--- src/rtl/mac_irq_ctrl.sv ---
module mac_irq_ctrl #(
  parameter int DATA_W = 32,
  parameter int RX_SUM_BIT = 0,
  parameter int TX_SUM_BIT = 16,
  parameter logic [DATA_W-1:0] RX_SRC_MASK = 32'h0000_0064,
  parameter logic [DATA_W-1:0] TX_SRC_MASK = 32'h000E_0000
) (
  input  logic              clk,
  input  logic              rst_n,
  input  logic              soft_rst,
  input  logic [DATA_W-1:0] evt,
  input  logic              wr_en,
  input  logic              reg_sel,
  input  logic [DATA_W-1:0] wr_data,
  output logic [DATA_W-1:0] rd_data,
  output logic              tx_irq,
  output logic              rx_irq
);
  localparam logic [DATA_W-1:0] SUM_MASK =
    (DATA_W'(1) << RX_SUM_BIT) | (DATA_W'(1) << TX_SUM_BIT);

  logic [DATA_W-1:0] stat_q, en_q, stat_d, en_d, clr, kept;
  logic              tx_sum_d, rx_sum_d;

  assign clr  = (wr_en && !reg_sel) ? wr_data : '0;
  assign en_d = soft_rst ? '0 : ((wr_en && reg_sel) ? wr_data : en_q);
  assign kept = ((stat_q & ~clr) | evt) & ~SUM_MASK;

  assign tx_sum_d = |(kept & en_d & TX_SRC_MASK);
  assign rx_sum_d = |(kept & en_d & RX_SRC_MASK);

  always_comb begin
    stat_d = kept;
    stat_d[TX_SUM_BIT] = tx_sum_d;
    stat_d[RX_SUM_BIT] = rx_sum_d;
    if (soft_rst) stat_d = '0;
  end

  always_ff @(posedge clk or negedge rst_n) begin
    if (!rst_n) begin
      stat_q <= '0;
      en_q   <= '0;
      tx_irq <= 1'b0;
      rx_irq <= 1'b0;
    end else begin
      stat_q <= stat_d;
      en_q   <= en_d;
      tx_irq <= stat_d[TX_SUM_BIT] & en_d[TX_SUM_BIT];
      rx_irq <= stat_d[RX_SUM_BIT] & en_d[RX_SUM_BIT];
    end
  end

  assign rd_data = reg_sel ? en_q : stat_q;
endmodule


--- config.mk ---
export PLATFORM = sky130hd
export DESIGN_NAME = mac_irq_ctrl
export DESIGN_NICKNAME = d
export VERILOG_FILES = /design/src/rtl/mac_irq_ctrl.sv
export SDC_FILE = /design/constraint.sdc
export NUM_CORES = 1
export LEC_CHECK = 0
export ABC_AREA = 1
export ABC_CLOCK_PERIOD_IN_PS = 1300
export BUFFER_PORTS_ARGS = -buffer_cell sky130_fd_sc_hd__buf_4
export CAP_MARGIN = 20
export CORE_MARGIN = 3
export CORE_UTILIZATION = 30
export DETAILED_ROUTE_END_ITERATION = 16
export PLACE_DENSITY_LB_ADDON = 0.08
export SETUP_SLACK_MARGIN = 0.4
export SKIP_LAST_GASP = 1
export SYNTH_ARGS = -nofsm -noshare
export SYNTH_HDL_FRONTEND = slang
export SYNTH_SLANG_ARGS = --single-unit
--- constraint.sdc ---
create_clock -name clk -period 1.3 [get_ports clk]
set_input_delay 0.26 -clock clk [delete_from_list [all_inputs] [get_ports clk]]
set_output_delay 0.26 -clock clk [all_outputs]
set_load 0.005 [all_outputs]
Yosys cells after proc, flatten, opt, wreduce, memory -nomap -nowiden --
Index checks and enable logic that the tools add are counted.
Word-level totals: register bits 66, bits of input ports 69
Operators by class: multiplexer cells 5, reduce and logical (&&, ||, !) cells 5, bitwise operators 6
Operators with widths (count):
- 2-to-1 mux 32 bit | 5
- bitwise AND 32 bit | 1
- inverter 32 bit | 1
- bitwise OR 32 bit | 1
- bitwise AND 20 bit | 1
- OR reduction 3 bit | 2
- bitwise AND 1 bit | 2
- logical AND 1 bit | 2
- logical NOT 1 bit | 1

Logic depth before layout (Yosys ltp) --
Gate-level depths: netlist of run 1.
word-level depth 10, depth in mapped cells 8

Least setup slack after synthesis of run 1 --
Ideal clock, no wire load.
path kind input-to-output, start input reg_sel, end output rd_data[10], slack 0.201 ns, arrival 0.839 ns, stages 5, required time 1.040 ns, cells stage by stage inv_2 > buf_2 > buf_2 > nand2_1 > o21ai_0
On the way: longest elaborated chain between the ends 1
RTL lines:
- from (decl) | RTL line 13 | input logic reg_sel,
- 2-to-1 mux 32 bit | RTL line 53 | assign rd_data = reg_sel ? en_q : stat_q;
- to (decl) | RTL line 15 | output logic [DATA_W-1:0] rd_data,
Every way passes these cells.

Worst setup path after layout of run 1 --
start register stat_q[1], end output rd_data[1]
On the way: longest elaborated chain between the ends 1
RTL lines:
- from (decl) | RTL line 22 | logic [DATA_W-1:0] stat_q, en_q, stat_d, en_d, clr, kept;
- from (signal assigned) | RTL line 46 | stat_q <= stat_d;
- 2-to-1 mux 32 bit | RTL line 53
Every way passes these cells.

==> impl_metrics.json, run 1 <==
{
  "status": "finished clean",
  "vdd_ir_drop_max_mv": 0.617,
  "antenna_found_initial": 0,
  "synth_fp_nets": 441,
  "timing.hold.ws_ns": 0.158,
  "wl_mm": 8.64,
  "die_h_um": 106,
  "postLayoutCellArea_um2": 4370,
  "slew_viol_final": 0,
  "finalCriticalPeriod_ns": 1.27,
  "timing_hold_violations_final": 0,
  "crit_type": "flop to output port",
  "grtUsageTotal_pct": 15.9,
  "reg2reg_to": "rx_irq",
  "num-nets-final": 553,
  "rrSetupSlack_ns": 0.40,
  "pwr_density_cell_nw_per_um2": 1130,
  "htreeDepth": 3,
  "r2r-start": "en_q[2]",
  "place_inst": 598,
  "worst_pin_slew_ns": 0.380,
  "fill_cells": 978,
  "endpoint_kind": "output port",
  "via_per_inst": 4.56,
  "cts-root-buf": "clkbuf_8",
  "hold_path.class": "input pin to flop",
  "num_antenna_cells": 0,
  "startpoint_type": "flop",
  "arrival_ns": 1.01,
  "relSlewSlack_pct": 74.7,
  "cts_tree": "built",
  "period_share_pct": 98.0,
  "yosys_register_bits": 66,
  "avgSynthCellArea_um2": 8.11,
  "drcViolationCount": 0,
  "first_global_vias": 2858,
  "hold_path_depth": 3,
  "area_delta_synth_final_pct": 44.7,
  "rsz0062_at_grt": "true",
  "path_clk_slew_ns": 0.08,
  "crit_slowest_cell": "dfrtp_1",
  "cts_buffer_depth": 2,
  "cts_sinks": 66,
  "firstDrtPassIters": 4,
  "design.core.area_um2": 9500,
  "place_area_um2": 3990,
  "detail_route.wl_per_cell_um": 14.0,
  "core.rowCount": 35,
  "io_pins": 103,
  "register_area_um2": 1650,
  "netlist_area_um2": 3020,
  "grt.overflow.total": 0,
  "gp_congestion": 0.782,
  "insertion_delay_ns": 0.33,
  "yosys.cell_types.count": 15,
  "port_buffers": 100,
  "initial_core_util_pct": 31.8,
  "grt_max_degree": 67,
  "yosysWarnings": 0,
  "yosysSeqAreaShare_pct": 54.7,
  "multi_input_area_um2": 1040,
  "synth_cells": 372,
  "drt_iter0_drc": 85,
  "final_util_pct": 45.9,
  "worst-endpoint-required_ns": 1.04,
  "crit_start": "stat_q[1]",
  "power_leakage_nw": 2.32,
  "die_w_um": 106,
  "max_stage_delay_ns": 0.40,
  "path_cells": "nand2_1, o21ai_2, buf_4",
  "dieArea_um2": 11300,
  "num_vias": 2821,
  "r2r_cells": 6,
  "layout-drive-gt1-share_pct": 34.2,
  "grt_pass1_wl_mm": 14.1,
  "skew_ns": 0.00517,
  "fin_cells": 618,
  "clock.fmax_mhz": 785,
  "critPathMaxFanout": 2,
  "dp_hpwl_mm": 5.64,
  "numCtsBuffers": 9,
  "ant_nets": 0,
  "cap_violations": 0,
  "setup_viol": 0,
  "crit_path_end": "rd_data[1]"
}
area by class of cell:
class / instances / share of cell area, %
clock buffers: 9 / 2.84
clock inverters: 7 / 2.15
inverters: 84 / 7.65
multi-input cells: 204 / 23.8
flip-flops and latches: 66 / 37.8
well taps: 129 / 3.70
repair buffers: 117 / 21.2
repair inverters: 2 / 0.745
routing by layer:
layer | vias up | GRT usage, % | wire length, um
met5 | - | 0 | 0
met1 | 1323 | 22.0 | 4010
met4 | 0 | 5.46 | 59
met2 | 75 | 24.8 | 4080
li1 | 1416 | - | -
met3 | 7 | 3.22 | 480
flip-flops by register name, indices dropped and copies added, names as in the netlist:
register and cells:
en_q 32, stat_q 32, rx_irq 1, tx_irq 1
cell usage in the layout, fill, tap and decap left out, drive strengths merged, types with 3 or more instances in the layout:
master  Yosys  final
a21oi      30     30
buf        13    116
clkbuf      5      9
clkinv      0      3
dfrtp      66     66
inv        84     86
nand2      79     79
nand3      15     15
nand4       4      4
o21ai      52     52
o22ai      23     23
Yosys cell counts:
master,instances,area [um^2]
a21oi_1,30,150
inv_1,81,304
o21ai_1,4,20.0
o22ai_1,23,144
buf_2,12,60.1
inv_2,3,11.3
o21ai_0,48,240
nand3_1,15,75.1
nand4_1,4,25.0
nand2_2,1,6.26
buf_4,1,7.51
clkbuf_1,5,18.8
nand2_1,78,293
nor2_4,1,11.3
dfrtp_1,66,1650
worst min path at each step:
stage,slack [ns],startpoint,end
floorplan,-0.04,rst_n,en_q[0]
CTS,0.14,evt[23],stat_q[23]
global placement,0.30,rst_n,stat_q[18]
detailed placement,0.29,rst_n,stat_q[19]
global route,0.15,evt[11],stat_q[11]
finish,0.16,evt[23],stat_q[23]
worst max-delay path: cells and delay by family, from the launching register on:
family | cells | cell delay (ns)
buf+inv | 1 | 0.13
flops | 1 | 0.40
simple gates | 1 | 0.09
compound gates | 1 | 0.06
kinds of logic after synthesis:
family / share of synthesized area (%)
simple gates: 13.6
compound gates: 18.4
buf+inv: 13.3
flops: 54.7
stage by stage:
stage	setup WS [ns]	setup TNS, ns	power [mW]
after global placement	-0.0406	-0.808	3.01
final	0.0265	0	4.92
after detailed placement	-0.0724	-1.29	3.02
after global routing	-0.00473	-0.0110	5.21
after CTS	0.0340	0	4.98
after floorplan	0.380	0	2.59
where the power goes:
part	total [mW]	switching, mW	internal (mW)	leakage [nW]
sequential	2.22	0.0479	2.17	0.865
clock	1.88	0.806	1.08	0.105
combinational	0.821	0.426	0.395	1.35
timing repair:
item	CTS	global route
pin swaps	16	12
endpoints found under the hold margin	66	0
cloned	2	0
endpoints found under the setup margin	84	54
hold buffers	1	0
buffers inserted	0	1
gates resized for setup	26	28
No activity file was read; power rests on OpenSTA's default activity.
==> run 2: changes to the inputs <==
- ABC_CLOCK_PERIOD_IN_PS: 1300 -> 1100
- CAP_MARGIN: 20 -> default
- CORE_MARGIN: 3 -> default
- clock period: 1.3 -> 1.1 ns (I/O delays scaled with it)
==> run 2 against run 1 <==
Net effect:
- critical path depth unchanged
- clock-buffer cell count up 2
- sequential power up 18%
- clock skew up 0.0047 ns
- first-iteration DRC count up 21%
- the flow now finishes with violations (negative hold slack, negative setup slack)
- clock power up 20%
- highest routed layer unchanged
- hold slack worse by 0.28 ns
- total power up 25%
- critical path type unchanged
- final cell count up 5.7%
==> impl_metrics.json, run 2 (same netlist as run 1, synthesis figures left out) <==
{
  "final_util_pct": 52.2,
  "area_delta_synth_final_pct": 68.9,
  "cts_tree": "built",
  "via_per_inst": 4.57,
  "rsz0062_at_grt": "true",
  "skew_ns": 0.00988,
  "grt.overflow.total": 0,
  "fin_setup_tns_ns": -3.22,
  "design.core.area_um2": 9770,
  "io_pins": 103,
  "status": "finished with violations",
  "vdd_ir_drop_max_mv": 0.688,
  "slew_viol_final": 0,
  "fin_cells": 653,
  "path_clk_slew_ns": 0.08,
  "place_inst": 613,
  "core.rowCount": 36,
  "critPathMaxFanout": 2,
  "grt_pass1_wl_mm": 14.2,
  "crit_family": "flip-flops",
  "port_buffers": 100,
  "crit_type": "flop to output port",
  "detail_route.wl_per_cell_um": 14.1,
  "arrival_ns": 1.01,
  "violations": "negative hold slack, negative setup slack",
  "reg2reg_to": "rx_irq",
  "drcViolationCount": 0,
  "cts_sinks": 66,
  "clock.fmax_mhz": 815,
  "grtUsageTotal_pct": 18.2,
  "insertion_delay_ns": 0.33,
  "biggestRegsByFlops": "en_q: 32 flops, stat_q: 32 flops",
  "path_cells": "nand2_1, o21ai_2, buf_4",
  "die_w_um": 102,
  "max_stage_delay_ns": 0.39,
  "gp_congestion": 0.791,
  "path_buf_inv": 1,
  "grt_max_degree": 67,
  "firstDrtPassIters": 4,
  "num-nets-final": 584,
  "power_leakage_nw": 2.60,
  "wl_mm": 9.21,
  "finalCriticalPeriod_ns": 1.23,
  "setup_viol": 32,
  "setup_ws_ns": -0.126,
  "rrSetupSlack_ns": 0.05,
  "cts-root-buf": "clkbuf_8",
  "die_h_um": 102,
  "mostFrequentLayoutCells": "buf_4, inv_1, dfrtp_1",
  "worst-endpoint-required_ns": 0.88,
  "fill_cells": 941,
  "first_global_vias": 2908,
  "endpoint_kind": "output port",
  "dp_hpwl_mm": 5.61,
  "layout-drive-gt1-share_pct": 51.0,
  "dieArea_um2": 10500,
  "numCtsBuffers": 9,
  "r2r_cells": 8,
  "cts_buffer_depth": 2,
  "num_antenna_cells": 0,
  "timing_hold_violations_final": 66,
  "final_common_cell": "buf_4",
  "hold_path.class": "input pin to asynchronous set/reset pin",
  "pwr_density_cell_nw_per_um2": 1210,
  "cap_violations": 0,
  "timing.hold.ws_ns": -0.126,
  "period_share_pct": 111,
  "crit_start": "stat_q[4]",
  "crit_slowest_cell": "dfrtp_1",
  "htreeDepth": 3,
  "drt_iter0_drc": 103,
  "startpoint_type": "flop",
  "initial_core_util_pct": 30.9,
  "antenna_found_initial": 0,
  "ant_nets": 0,
  "num_vias": 2984,
  "worst_pin_slew_ns": 0.366,
  "relSlewSlack_pct": 75.6,
  "r2r-start": "en_q[5]"
}
-- run 2: changes by cell type in the layout (fill, tap and decap cells not counted), sizes merged --
cell,change
clkinv,-1
clkbuf,+2
inv,+1
clkinvlp,-1
buf,+31
dlygate4sd3,-1
-- run 2: metrics by stage --
step | cell area (um^2) | total power, mW | setup WS (ns)
after floorplan | 3140 | 3.08 | 0.266
after global placement | 4130 | 3.61 | -0.140
after detailed placement | 4130 | 3.62 | -0.162
after CTS | 4850 | 6.11 | -0.124
after global routing | 5100 | 6.45 | -0.185
final | 5100 | 6.16 | -0.126
-- run 2: layout make-up --
cell class                 instances  area [um^2]  area share (%)
sequential                        66         1650            32.4
multi-input combinational        204         1380            27.0
timing repair buffer             147         1300            25.5
inverter                          84          334            6.55
tap                              133          166            3.26
clock buffer                      11          141            2.77
clock inverter                     5         77.6            1.52
timing repair inverter             3         48.8           0.957
-- run 2: worst max path at each step --
stage                        endpoint  slack [ns]  cells past startpoint
after global routing      rd_data[14]       -0.19                      3
final                      rd_data[4]       -0.13                      3
after detailed placement    stat_q[1]       -0.16                      6
after floorplan           rd_data[28]        0.27                      5
after global placement         tx_irq       -0.14                      9
after CTS                 rd_data[17]       -0.12                      3
-- run 2: what timing repair did --
action | CTS | global route
hold endpoints to repair | 66 | 66
endpoints found under the setup margin | 92 | 96
gates resized for setup | 96 | 67
gates cloned | 6 | 0
buffers inserted | 10 | 8
pin swaps | 23 | 32
-- run 2: per-layer routing --
layer,wire length (um),part of all wire [%],GRT usage [%],up-vias
met5,0,0,0,-
met4,95,1.0,6.04,0
met3,393,4.3,2.80,10
met2,4720,51,31.6,70
met1,3990,43,23.1,1433
li1,-,-,-,1471
-- run 2: power breakdown --
group	switching, mW	internal (mW)	total (mW)
combinational	0.620	0.640	1.26
clock	0.933	1.33	2.26
sequential	0.0687	2.56	2.63
total	1.62	4.54	6.16
==> run 3: changes to the inputs <==
- CORE_ASPECT_RATIO: default -> 0.8
- CTS_BUF_LIST: default -> sky130_fd_sc_hd__clkbuf_8
- RECOVER_POWER: default -> 50
==> run 3 against run 2 <==
Net effect:
- the flow finishes with violations (negative setup slack)
- clock power down 19%
- final area up 2.7%
- total power down 5.8%
- global-route usage up 0.90 points
- critical path depth unchanged
- clock-buffer cell count unchanged
- maximum frequency down 2.5%
- via count up 1.0%
- clock skew down 0.0048 ns
- combinational power up 6%
- critical path type unchanged
- critical endpoint is now rd_data[29]
- highest routed layer unchanged
==> impl_metrics.json, run 3 (same netlist as run 1, synthesis figures left out) <==
{
  "slew_viol_final": 0,
  "detail_route.wl_per_cell_um": 14.6,
  "num-nets-final": 589,
  "cts_tree": "built",
  "cts_buffer_depth": 2,
  "period_share_pct": 114,
  "detailedPlace.worstSlack_ns": -0.152,
  "drt_iter0_drc": 111,
  "dr_wl_met2_mm": 4.70,
  "clock.fmax_mhz": 795,
  "port_buffers": 100,
  "pwr_density_cell_nw_per_um2": 1110,
  "setup_viol": 32,
  "die_w_um": 114,
  "first_global_vias": 2988,
  "numCtsBuffers": 9,
  "top_layer": "met4",
  "hold_path.class": "input pin to flop",
  "vdd_ir_drop_max_mv": 0.710,
  "antenna_found_initial": 0,
  "worst_pin_slew_ns": 0.932,
  "core.rowCount": 32,
  "startpoint_type": "flop",
  "endpoint_kind": "output port",
  "layout-drive-gt1-share_pct": 56.9,
  "power_leakage_nw": 2.64,
  "cts-root-buf": "clkbuf_8",
  "grt.overflow.total": 0,
  "final_common_cell": "buf_4",
  "area_delta_synth_final_pct": 73.4,
  "arrival_ns": 1.04,
  "grt_pass1_wl_mm": 15.0,
  "firstDrtPassIters": 4,
  "num_vias": 3014,
  "cts_sinks": 66,
  "rsz0062_at_grt": "true",
  "worst-endpoint-required_ns": 0.88,
  "drcViolationCount": 0,
  "crit_type": "flop to output port",
  "mostFrequentLayoutCells": "buf_4, inv_1, dfrtp_1",
  "biggestRegsByFlops": "en_q: 32 flops, stat_q: 32 flops",
  "htreeDepth": 3,
  "initial_core_util_pct": 31.1,
  "skew_ns": 0.00504,
  "ant_nets": 0,
  "status": "finished with violations",
  "violations": "negative setup slack",
  "insertion_delay_ns": 0.35,
  "route.met3.wl_um": 412,
  "wirelength_met1_mm": 4.37,
  "grtUsageTotal_pct": 19.1,
  "gp_congestion": 0.748,
  "dp_hpwl_mm": 5.43,
  "num_antenna_cells": 0,
  "io_pins": 103,
  "design.core.area_um2": 9690,
  "critPathMaxFanout": 2,
  "timing_hold_violations_final": 0,
  "relSlewSlack_pct": 37.9,
  "die_h_um": 91.7,
  "path_clk_slew_ns": 0.07,
  "fin_setup_tns_ns": -3.75,
  "via_per_inst": 4.57,
  "dieArea_um2": 10500,
  "finalCriticalPeriod_ns": 1.26,
  "grt_max_degree": 67,
  "setup_ws_ns": -0.157,
  "cap_violations": 0,
  "wl_mm": 9.61
}
## run 3: per-layer routing
layer | vias to the layer above | track usage, %
met2 | 65 | 29.5
met3 | 10 | 5.16
met1 | 1457 | 25.6
met4 | 0 | 6.82
li1 | 1482 | -
met5 | - | 0
## run 3: timing repair
| item | CTS | global route |
|---|---|---|
| setup buffers | 10 | 19 |
| cloned | 5 | 0 |
| endpoints found under the setup margin | 92 | 97 |
| hold endpoints to repair | 66 | 66 |
| pin swaps | 28 | 38 |
| resized for setup | 107 | 92 |
## run 3: path summary, 6_finish.rpt
check / slack, ns / startpoint / cells after the start / endpoint
max in group asynchronous: 0.36 / rst_n / 2 / en_q[17]
max: -0.16 / stat_q[29] / 3 / rd_data[29]
min reg2reg: 0.53 / stat_q[24] / 2 / stat_q[24]
min in group asynchronous: 0.13 / rst_n / 2 / en_q[25]
max reg2reg: 0.05 / en_q[18] / 8 / tx_irq
min: 0.10 / wr_data[0] / 3 / en_q[0]
## run 3: metrics by stage
stage	std cells	hold slack, ns	utilization [%]	power (mW)	instance area [um^2]
final	660	0.100	54.0	5.80	5230
after global routing	660	0.0952	54.0	6.08	5230
after CTS	641	-0.128	49.7	5.66	4810
after detailed placement	611	0.256	42.1	3.60	4080
after global placement	611	0.260	42.1	3.59	4080
after floorplan	372	-0.0756	-	3.08	3140
## run 3: cell type report
type                            count  area, um^2
Timing Repair Buffer              153        1390
Multi-Input combinational cell    204        1480
Inverter                           84         339
Tap cell                          136         170
Clock buffer                       11         151
Clock inverter                      4        18.8
Sequential cell                    66        1650
Timing Repair inverter              2        32.5
Fill cell                         945        4460
## run 3: critical path: stages, from the launching register on
cell and delay, ns:
dfrtp_1 0.39, nand2_1 0.07, nand2_1 0.08, buf_4 0.14
## run 3: report_power, final
part           total (mW)  internal [mW]  switching (mW)  leakage, nW
registers            2.64           2.57          0.0739        0.865
logic                1.34          0.678           0.658         1.68
clock network        1.82          0.908           0.915       0.0961
